[src/rtl/regbank_pkg.sv]
package regbank_pkg;
  typedef enum logic [1:0] {K_RW, K_MEAS, K_CONST, K_NONE} reg_kind_e;

  localparam int A_CTRL  = 'h00;
  localparam int A_MODE  = 'h01;
  localparam int A_DRV_A = 'h40;
  localparam int A_DRV_B = 'h41;
  localparam int SHDN_BIT = 6;

  function automatic reg_kind_e reg_kind(input int a);
    if ((a >= 'h08 && a <= 'h11) || (a >= 'h48 && a <= 'h4B)) return K_MEAS;
    if (a == 'h3E || a == 'h3F) return K_CONST;
    if (a == 'h3B || a == 'h3C || a == 'h46 || a == 'h47 || a >= 'h54) return K_NONE;
    return K_RW;
  endfunction

  function automatic bit reg_lockable(input int a);
    return (a <= 'h07) || (a >= 'h1E && a <= 'h3A && a != 'h39) ||
           (a == 'h42) || (a == 'h43) || (a >= 'h50 && a <= 'h53);
  endfunction

  function automatic logic [7:0] reg_default(input int a);
    if (a == 'h00) return 8'h01;
    if (a == 'h02) return 8'hC0;
    if (a == 'h05 || a == 'h06) return 8'h0C;
    if (a == 'h15 || a == 'h17 || a == 'h19) return 8'hFF;
    if (a == 'h1B || a == 'h1D) return 8'h7F;
    if (a >= 'h1F && a <= 'h22) return 8'h64;
    if (a >= 'h28 && a <= 'h2B) return 8'h5A;
    if (a == 'h2C || a == 'h2D) return 8'hCC;
    if (a == 'h2E || a == 'h2F) return 8'h44;
    if (a == 'h30 || a == 'h31) return 8'h80;
    if (a == 'h32 || a == 'h33) return 8'h60;
    if (a == 'h34 || a == 'h35) return 8'h20;
    if (a == 'h36 || a == 'h37) return 8'h3F;
    if (a == 'h39) return 8'h05;
    if (a == 'h3D) return 8'h66;
    if (a == 'h3E) return 8'h41;
    if (a == 'h3F) return 8'h02;
    if (a >= 'h48 && a <= 'h4F) return 8'hFF;
    return 8'h00;
  endfunction

  function automatic logic [7:0] reg_zero_mask(input int a);
    return (a == A_MODE) ? 8'h08 : 8'h00;
  endfunction
endpackage

[src/rtl/regbank_cell.sv]
module regbank_cell #(
  parameter int DATA_W = 8,
  parameter regbank_pkg::reg_kind_e KIND = regbank_pkg::K_RW,
  parameter bit LOCKABLE = 1'b0,
  parameter logic [DATA_W-1:0] RST_VAL = '0,
  parameter logic [DATA_W-1:0] ZERO_MASK = '0
) (
  input  logic              clk,
  input  logic              rst_n,
  input  logic              host_we,
  input  logic              locked,
  input  logic [DATA_W-1:0] wdata,
  input  logic              upd_we,
  input  logic [DATA_W-1:0] upd_data,
  output logic [DATA_W-1:0] q
);
  if (KIND == regbank_pkg::K_RW) begin : g_rw
    always_ff @(posedge clk or negedge rst_n) begin
      if (!rst_n) q <= RST_VAL;
      else if (host_we && !(LOCKABLE && locked)) q <= wdata & ~ZERO_MASK;
    end
    wire unused_rw = ^{upd_we, upd_data};
  end else if (KIND == regbank_pkg::K_MEAS) begin : g_meas
    always_ff @(posedge clk or negedge rst_n) begin
      if (!rst_n) q <= RST_VAL;
      else if (upd_we) q <= upd_data;
    end
    wire unused_meas = ^{host_we, locked, wdata};
  end else begin : g_fixed
    assign q = RST_VAL;
    wire unused_fixed = ^{clk, rst_n, host_we, locked, wdata, upd_we, upd_data};
  end
endmodule

[src/rtl/regbank_rdmux.sv]
module regbank_rdmux #(
  parameter int ADDR_W = 7,
  parameter int DATA_W = 8,
  parameter int NUM_REGS = 84
) (
  input  logic [ADDR_W-1:0] addr,
  input  logic [DATA_W-1:0] regs [NUM_REGS],
  input  logic              shdn,
  output logic [DATA_W-1:0] rdata
);
  localparam logic [ADDR_W-1:0] DRV_A = ADDR_W'(regbank_pkg::A_DRV_A);
  localparam logic [ADDR_W-1:0] DRV_B = ADDR_W'(regbank_pkg::A_DRV_B);

  always_comb begin
    rdata = '0;
    for (int i = 0; i < NUM_REGS; i++)
      if (addr == ADDR_W'(i)) rdata = regs[i];
    if (shdn && (addr == DRV_A || addr == DRV_B)) rdata = '0;
  end
endmodule

[src/rtl/regbank_drive.sv]
module regbank_drive #(
  parameter int DATA_W = 8
) (
  input  logic [DATA_W-1:0] lvl_a,
  input  logic [DATA_W-1:0] lvl_b,
  input  logic              shdn,
  input  logic              fspd,
  output logic [DATA_W-1:0] drive_a,
  output logic [DATA_W-1:0] drive_b
);
  always_comb begin
    if (shdn) begin
      drive_a = '0;
      drive_b = '0;
    end else if (fspd) begin
      drive_a = '1;
      drive_b = '1;
    end else begin
      drive_a = lvl_a;
      drive_b = lvl_b;
    end
  end
endmodule

[src/rtl/cfg_regbank.sv]
module cfg_regbank #(
  parameter int ADDR_W = 7,
  parameter int DATA_W = 8,
  parameter int NUM_REGS = 84,
  parameter int READY_CYCLES = 8
) (
  input  logic              clk,
  input  logic              rst_n,
  input  logic [ADDR_W-1:0] host_addr,
  input  logic              host_we,
  input  logic [DATA_W-1:0] host_wdata,
  output logic [DATA_W-1:0] host_rdata,
  input  logic              upd_we,
  input  logic [ADDR_W-1:0] upd_addr,
  input  logic [DATA_W-1:0] upd_data,
  output logic [DATA_W-1:0] drive_a,
  output logic [DATA_W-1:0] drive_b,
  output logic              lock_active,
  output logic              monitor_en
);
  import regbank_pkg::*;

  localparam int CNT_W = $clog2(READY_CYCLES + 1);

  logic [DATA_W-1:0] regs [NUM_REGS];
  logic              locked, ready_q, start_q, fspd;
  logic [DATA_W-1:4] ctrl_hi_q;
  logic [CNT_W-1:0]  rdy_cnt;
  logic              shdn;
  logic              ctrl_we;

  assign ctrl_we = host_we && (host_addr == ADDR_W'(A_CTRL));

  always_ff @(posedge clk or negedge rst_n) begin
    if (!rst_n) begin
      rdy_cnt <= '0;
      ready_q <= 1'b0;
    end else if (!ready_q) begin
      rdy_cnt <= rdy_cnt + 1'b1;
      if (rdy_cnt == CNT_W'(READY_CYCLES - 1)) ready_q <= 1'b1;
    end
  end

  always_ff @(posedge clk or negedge rst_n) begin
    if (!rst_n) begin
      start_q   <= 1'b1;
      locked    <= 1'b0;
      fspd      <= 1'b0;
      ctrl_hi_q <= '0;
    end else if (ctrl_we) begin
      fspd <= host_wdata[3];
      if (!locked) begin
        start_q   <= host_wdata[0];
        locked    <= host_wdata[1];
        ctrl_hi_q <= host_wdata[DATA_W-1:4];
      end
    end
  end

  for (genvar a = 0; a < NUM_REGS; a++) begin : g_reg
    if (a == A_CTRL) begin : g_ctrl
      assign regs[a] = {ctrl_hi_q, fspd, ready_q, locked, start_q};
    end else begin : g_cell
      regbank_cell #(
        .DATA_W   (DATA_W),
        .KIND     (reg_kind(a)),
        .LOCKABLE (reg_lockable(a)),
        .RST_VAL  (DATA_W'(reg_default(a))),
        .ZERO_MASK(DATA_W'(reg_zero_mask(a)))
      ) u_cell (
        .clk     (clk),
        .rst_n   (rst_n),
        .host_we (host_we && (host_addr == ADDR_W'(a))),
        .locked  (locked),
        .wdata   (host_wdata),
        .upd_we  (upd_we && (upd_addr == ADDR_W'(a))),
        .upd_data(upd_data),
        .q       (regs[a])
      );
    end
  end

  assign shdn = regs[A_MODE][SHDN_BIT];

  regbank_rdmux #(.ADDR_W(ADDR_W), .DATA_W(DATA_W), .NUM_REGS(NUM_REGS)) u_rdmux (
    .addr (host_addr),
    .regs (regs),
    .shdn (shdn),
    .rdata(host_rdata)
  );

  regbank_drive #(.DATA_W(DATA_W)) u_drive (
    .lvl_a  (regs[A_DRV_A]),
    .lvl_b  (regs[A_DRV_B]),
    .shdn   (shdn),
    .fspd   (fspd),
    .drive_a(drive_a),
    .drive_b(drive_b)
  );

  assign lock_active = locked;
  assign monitor_en  = start_q;
endmodule

[config.mk]
export PLATFORM = sky130hd
export DESIGN_NAME = cfg_regbank
export DESIGN_NICKNAME = d
export VERILOG_FILES = /design/src/rtl/regbank_pkg.sv /design/src/rtl/regbank_cell.sv /design/src/rtl/regbank_rdmux.sv /design/src/rtl/regbank_drive.sv /design/src/rtl/cfg_regbank.sv
export SDC_FILE = /design/constraint.sdc
export NUM_CORES = 1
export LEC_CHECK = 0
export BUFFER_PORTS_ARGS = -buffer_cell sky130_fd_sc_hd__buf_4
export CAP_MARGIN = 20
export CORE_AREA = 10 10 337 176
export DETAILED_ROUTE_END_ITERATION = 7
export DIE_AREA = 0 0 347 186
export PLACE_DENSITY_LB_ADDON = 0.12
export RECOVER_POWER = 100
export SYNTH_ARGS = -nofsm -noshare
export SYNTH_HDL_FRONTEND = slang
export SYNTH_SLANG_ARGS = --single-unit
[constraint.sdc]
create_clock -name clk -period 3.3 [get_ports clk]
set_input_delay 0 -clock clk [delete_from_list [all_inputs] [get_ports clk]]
set_output_delay 0 -clock clk [all_outputs]
set_load 0.01 [all_outputs]
After elaboration in Yosys (flattened, before gate mapping) --
Cells that the tools add are included.
Cells by class: $add $sub $neg 1, equality and inequality tests 98, muxes and demuxes 92, bitwise logic cells 1, reductions and logical operators 124
Operator list (number):
- two-way mux 8 bit | 89
- == test 7 x 6 -> 1 bit (second input constant) | 32
- == test 7 bit (second input constant) | 24
- == test 7 x 5 -> 1 bit (second input constant) | 18
- logical AND 1 bit | 120
- == test 7 x 4 -> 1 bit (second input constant) | 16
- == test 7 x 3 -> 1 bit (second input constant) | 4
- == test 7 x 2 -> 1 bit (second input constant) | 2
- == test 7 x 1 -> 1 bit (second input constant) | 1
- zero test 7 bit | 1
- adder 4 x 1 -> 4 bit (second input constant) | 1
- == test 4 x 3 -> 1 bit (second input constant) | 1
- two-way mux 1 bit | 3
- AND reduction 2 bit | 1
- zero test 1 bit | 1
- logical OR 1 bit | 1
- inverter 1 bit | 1
Storage, ports and cells: bits in registers 627, input bits 34, output and inout port bits 26, word-level logic and storage cells 399

Longest topological paths before layout --
depth after elaboration 86, mapped depth 13, gate-level depth less buffers 8

Modules after synthesis --
Synthesis repeated with hierarchy kept, for this count alone.
Unflattened totals: cells, all modules 3074, area total of the unflattened synthesis 37364.6 um^2
By module, submodules not included:
- regbank_rdmux | times used 1, cells each 1346, area an instance 8823.5 um^2, seq. area each 0.0 um^2
- regbank_cell at g_reg[10].g_cell.u_cell ... | times used 21, cells each 17, area an instance 331.6 um^2, seq. area each 200.2 um^2
- regbank_cell at g_reg[30].g_cell.u_cell ... | times used 17, cells each 18, area an instance 345.3 um^2, seq. area each 200.2 um^2
- regbank_cell at g_reg[21].g_cell.u_cell ... | times used 11, cells each 17, area an instance 341.6 um^2, seq. area each 210.2 um^2
- regbank_cell at g_reg[2].g_cell.u_cell ... | times used 7, cells each 18, area an instance 347.8 um^2, seq. area each 202.7 um^2
- regbank_cell at g_reg[40].g_cell.u_cell ... | times used 6, cells each 18, area an instance 350.3 um^2, seq. area each 205.2 um^2
- cfg_regbank | times used 1, cells each 303, area an instance 1675.4 um^2, seq. area each 301.5 um^2
- regbank_cell at g_reg[31].g_cell.u_cell ... | times used 4, cells each 18, area an instance 349.1 um^2, seq. area each 203.9 um^2
- regbank_cell at g_reg[48].g_cell.u_cell ... | times used 4, cells each 18, area an instance 346.6 um^2, seq. area each 201.4 um^2
- regbank_cell at g_reg[54].g_cell.u_cell ... | times used 2, cells each 18, area an instance 352.8 um^2, seq. area each 207.7 um^2
- regbank_cell at g_reg[27].g_cell.u_cell ... | times used 2, cells each 17, area an instance 340.3 um^2, seq. area each 209.0 um^2
- regbank_cell at g_reg[61].g_cell.u_cell | times used 1, cells each 17, area an instance 336.6 um^2, seq. area each 205.2 um^2
- regbank_cell at g_reg[57].g_cell.u_cell | times used 1, cells each 17, area an instance 334.1 um^2, seq. area each 202.7 um^2
- regbank_cell at g_reg[1].g_cell.u_cell | times used 1, cells each 18, area an instance 316.6 um^2, seq. area each 175.2 um^2
- 3 more rows

Least setup slack after synthesis --
Ideal clock, no wire load.
path kind input -> register, from in host_addr[6], to reg g_reg[30].g_cell.u_cell.q[0], setup time 0.125 ns, arrival 1.772 ns, data required time 3.175 ns, setup slack 1.403 ns, stages 6, path buffers 3, cells stage by stage buf_2 > or3b_2 > buf_2 > buf_2 > nor3_2 > mux2_2
On the way: cells in the longest elaborated chain, start to end 3
RTL lines:
- from (decl) | line cfg_regbank.sv:9 | input logic [ADDR_W-1:0] host_addr,
- == test 7 x 5 -> 1 bit | line cfg_regbank.sv:73 | .host_we (host_we && (host_addr == ADDR_W'(a))),
- logical AND 1 bit | line cfg_regbank.sv:73
- logical AND 1 bit | line regbank_cell.sv:20 | else if (host_we && !(LOCKABLE && locked)) q <= wdata & ~ZERO_MASK;
- to (signal assigned) | line regbank_cell.sv:20
- to (decl) | line regbank_cell.sv:15 | output logic [DATA_W-1:0] q
Every way passes these cells. A chain may end at the register's enable or synchronous reset.

Worst setup path in the final report --
from in host_addr[2], to out host_rdata[0]
On the way: cells in the longest elaborated chain, start to end 86, elaborated cells on any way between the ends 171, those cells by class eq/ne: 83; mux: 85; reduce/logical: 3
RTL lines:
- zero test 7 bit | line regbank_rdmux.sv:17 | if (addr == ADDR_W'(i)) rdata = regs[i];
- two-way mux 8 bit (84 in a row) | line regbank_rdmux.sv:17
- two-way mux 8 bit * | line regbank_rdmux.sv:18 | if (shdn && (addr == DRV_A || addr == DRV_B)) rdata = '0;
- to (decl) | line cfg_regbank.sv:12 | output logic [DATA_W-1:0] host_rdata,
Mark *: on every way between the ends. The rest lies on a longest branch, timed or not.

==> flow_summary.json <==
{
  "outcome": "finished with violations",
  "violations": "DRC, capacitance limit, slew limit, setup timing",
  "synth-seq-cells": 627,
  "rsz0062_at_grt": "false",
  "powerDensity_nw_per_um2": 500,
  "vdd_ir_drop_max_mv": 0.442,
  "maxCapViolCount": 1,
  "worstMarginPinSlew_ns": 2.61,
  "maxSlewViolCount": 88,
  "gr-total-overflow": 0,
  "cp-start-kind": "input port",
  "power_leakage_nw": 16.1,
  "wl_um": 129000,
  "crit_chain": "buf_4 > buf_4 > buf_4 > nand2_1 > a211oi_1 > a311oi_1 > a2111oi_0 > a211oi_1 > nor2_1 > a32oi_1 > buf_4",
  "grt_usage_pct": 39.4,
  "top_layer": "met5",
  "cp.required_ns": 3.30,
  "row_count": 60,
  "clk_latency_ns": 0.63,
  "syn_nets": 2768,
  "synthCells": 2733,
  "grt_max_degree": 94,
  "drt-pass1-iter-count": 8,
  "dp_slack_ns": -0.0607,
  "stdcell_area_sq_um": 35900,
  "setup_violations": 2,
  "synth_compound_area_share_pct": 13.5,
  "synth_top_family_by_area": "multiplexers",
  "synth_top_flop_cell": "dfrtp_1",
  "power_mw": 17.9,
  "relSlewSlack_pct": -74.1,
  "hold_viol_final": 0,
  "antenna_found_initial": 6,
  "synth_fa_ha_area_share_pct": 0.0395,
  "clock.fmax_ghz": 0.295,
  "vias_per_cell": 7.28,
  "yosysUniqueCellTypes": 98,
  "placed_cell_area_sq_um": 34200,
  "cp_max_fo": 43,
  "place.gp.congestion": 1.08,
  "min_path_type": "in -> reg",
  "muxShareOfSynthArea_pct": 24.2,
  "drtAntennaViolNets": 0,
  "io_buffers": 59,
  "core_area_sq_um": 53300,
  "skew_ns": 0.0329,
  "cts_tree": "done",
  "die_y_um": 186,
  "slowest_stage": "a2111oi_0",
  "worst_setup_path_end_kind": "output port",
  "ys_warn_count": 0,
  "crit_arrival_ns": 3.38,
  "initial_core_util_pct": 59.5,
  "min_period_over_period_pct": 103,
  "yosysSeqAreaShare_pct": 50.2,
  "clockRootBuffer": "clkbuf_16",
  "ys_async_sr_fraction_pct": 100,
  "areaGrowthSynthToFinish_pct": 13.1,
  "post_drt_wl_per_cell_um": 35.5,
  "mostFrequentLayoutCells": "636 x mux2_2, 452 x dfrtp_1, 225 x buf_4, 183 x nor2_1",
  "synth-xor-area-share_pct": 0.0829,
  "grt_pass1_wl_um": 187000,
  "fin_ws_ns": -0.0847,
  "synth_edf_count": 0,
  "max_stage_delay_ns": 0.79,
  "critPathKind": "in -> out",
  "met3_length_um": 21000,
  "synth-simple-area-share_pct": 8.44,
  "m1WireLength_um": 52700,
  "wl_met2_um": 50700,
  "htree_levels": 2,
  "syn_area_sq_um": 31700,
  "post_synth.cell_area_avg_sq_um": 11.6,
  "path_common_cell": "buf_4",
  "dp_hpwl_um": 90400,
  "die_area_sq_um": 64500,
  "min_period_ns": 3.38,
  "drcViolationCount": 8,
  "initialDrtViolationCount": 4533,
  "num_vias": 26500,
  "cts_buffers": 53,
  "grt_pass1_vias": 25800,
  "path_clk_slew_ns": 0.08,
  "ios": 60,
  "layout-drive-gt1-share_pct": 41.6,
  "clockBufferDepth": 3,
  "layout_commonest_cell": "mux2_2",
  "fin_nets": 2918,
  "die_w_um": 347,
  "clkSinkCount": 627
}
==> state kept, by name, summed over array words and instances (netlist names) <==
name,cells
lock_active,1
ready_q,1
rdy_cnt,4
g.g_cell.u_cell.q,615
monitor_en,1
fspd,1
ctrl_hi_q,4
==> repair_timing <==
item	4_1_cts	5_1_grt
resized for setup	10	19
hold buffers	10	0
pin swaps	0	2
buffers inserted	0	0
endpoints found under the setup margin	4	7
endpoints found under the hold margin	217	0
==> cell families after synthesis <==
| family | count (synthesis) |
|---|---|
| muxes | 678 |
| AOI/OAI and AO/OA | 636 |
| DFF | 627 |
| and+or+nand+nor | 549 |
| buffers and inverters | 239 |
| xor gates and xnor gates | 3 |
| adders and majority gates | 1 |
==> final cells by class <==
class	instances	area [sq um]
Sequential cell	627	15900
Antenna cell	1	2.50
Clock buffer	77	1600
Tap cell	713	892
Clock inverter	23	159
Multi-Input combinational cell	1867	14800
Fill cell	4149	17400
Timing Repair Buffer	323	2450
Inverter	11	41.3
==> cell usage after synthesis (7+ instances only) <==
cell | instances | area, sq um
a2111oi_0 | 13 | 114
a211oi_1 | 20 | 150
a21o_1 | 8 | 60.1
a21oi_1 | 135 | 676
a221o_1 | 7 | 70.1
a221oi_1 | 32 | 280
a222oi_1 | 13 | 130
a22o_1 | 8 | 70.1
a22oi_1 | 41 | 308
a31oi_1 | 27 | 169
and3_1 | 8 | 50.1
buf_1 | 15 | 56.3
buf_2 | 55 | 275
buf_4 | 19 | 143
buf_6 | 12 | 135
clkbuf_1 | 126 | 473
dfrtp_1 | 452 | 11300
dfstp_2 | 175 | 4600
inv_1 | 10 | 37.5
mux2_2 | 639 | 7200
mux2i_1 | 31 | 310
nand2_1 | 174 | 653
nand2b_1 | 15 | 93.8
nand3_1 | 41 | 205
nor2_1 | 179 | 672
nor2b_1 | 12 | 75.1
nor3_1 | 36 | 180
o2111ai_1 | 11 | 96.3
o211ai_1 | 28 | 210
o21ai_0 | 139 | 696
o221ai_1 | 22 | 193
o22ai_1 | 46 | 288
o2bb2ai_1 | 12 | 105
o31ai_1 | 7 | 52.6
o32ai_1 | 7 | 61.3
==> final timing paths <==
kind,slack [ns],startpoint,to,cells after the start
setup / recovery,-0.08,host_addr[2],host_rdata[0],11
hold / removal,0.06,host_addr[5],lock_active$_DFFE_PN0P_,4
setup reg to reg,0.23,lock_active$_DFFE_PN0P_,g_reg[45].g_cell.u_cell.q[4]$_DFFE_PN0P_,7
hold reg to reg,0.51,g_reg[66].g_cell.u_cell.q[1]$_DFFE_PN0P_,g_reg[66].g_cell.u_cell.q[1]$_DFFE_PN0P_,1
max in group asynchronous,0.43,rst_n,g_reg[69].g_cell.u_cell.q[6]$_DFFE_PN0P_,4
min in group asynchronous,0.74,rst_n,rdy_cnt[3]$_DFFE_PN0N_,2
==> routing by layer <==
metal,up-vias,track usage [%]
li1,10500,-
met1,13500,55.3
met2,2137,53.6
met3,387,17.6
met4,10,11.8
met5,-,1.41
==> per-stage QoR <==
| step | cells | hold slack, ns | util (%) | TNS [ns] |
|---|---|---|---|---|
| after global routing | 3641 | 0.0701 | 67.3 | 0 |
| after floorplan | 2733 | -0.296 | - | 0 |
| final | 3642 | 0.0555 | 67.3 | -0.0961 |
| after detailed placement | 3531 | 0.101 | 64.1 | -0.108 |
| after global placement | 3531 | 0.0869 | 64.1 | -0.107 |
| after CTS | 3641 | 0.0254 | 67.7 | 0 |
==> worst max-delay path, delay by kind of cell <==
kind	cells	cell delay (ns)
AND/OR/NAND/NOR	2	0.62
buffers and inverters	4	1.08
AO/OA/AOI/OAI	5	1.64
==> power breakdown <==
part	switching [mW]	internal [mW]
logic	1.48	0.965
registers	0.466	8.44
clock network	3.11	3.47
(Power assumes the default switching activity.)
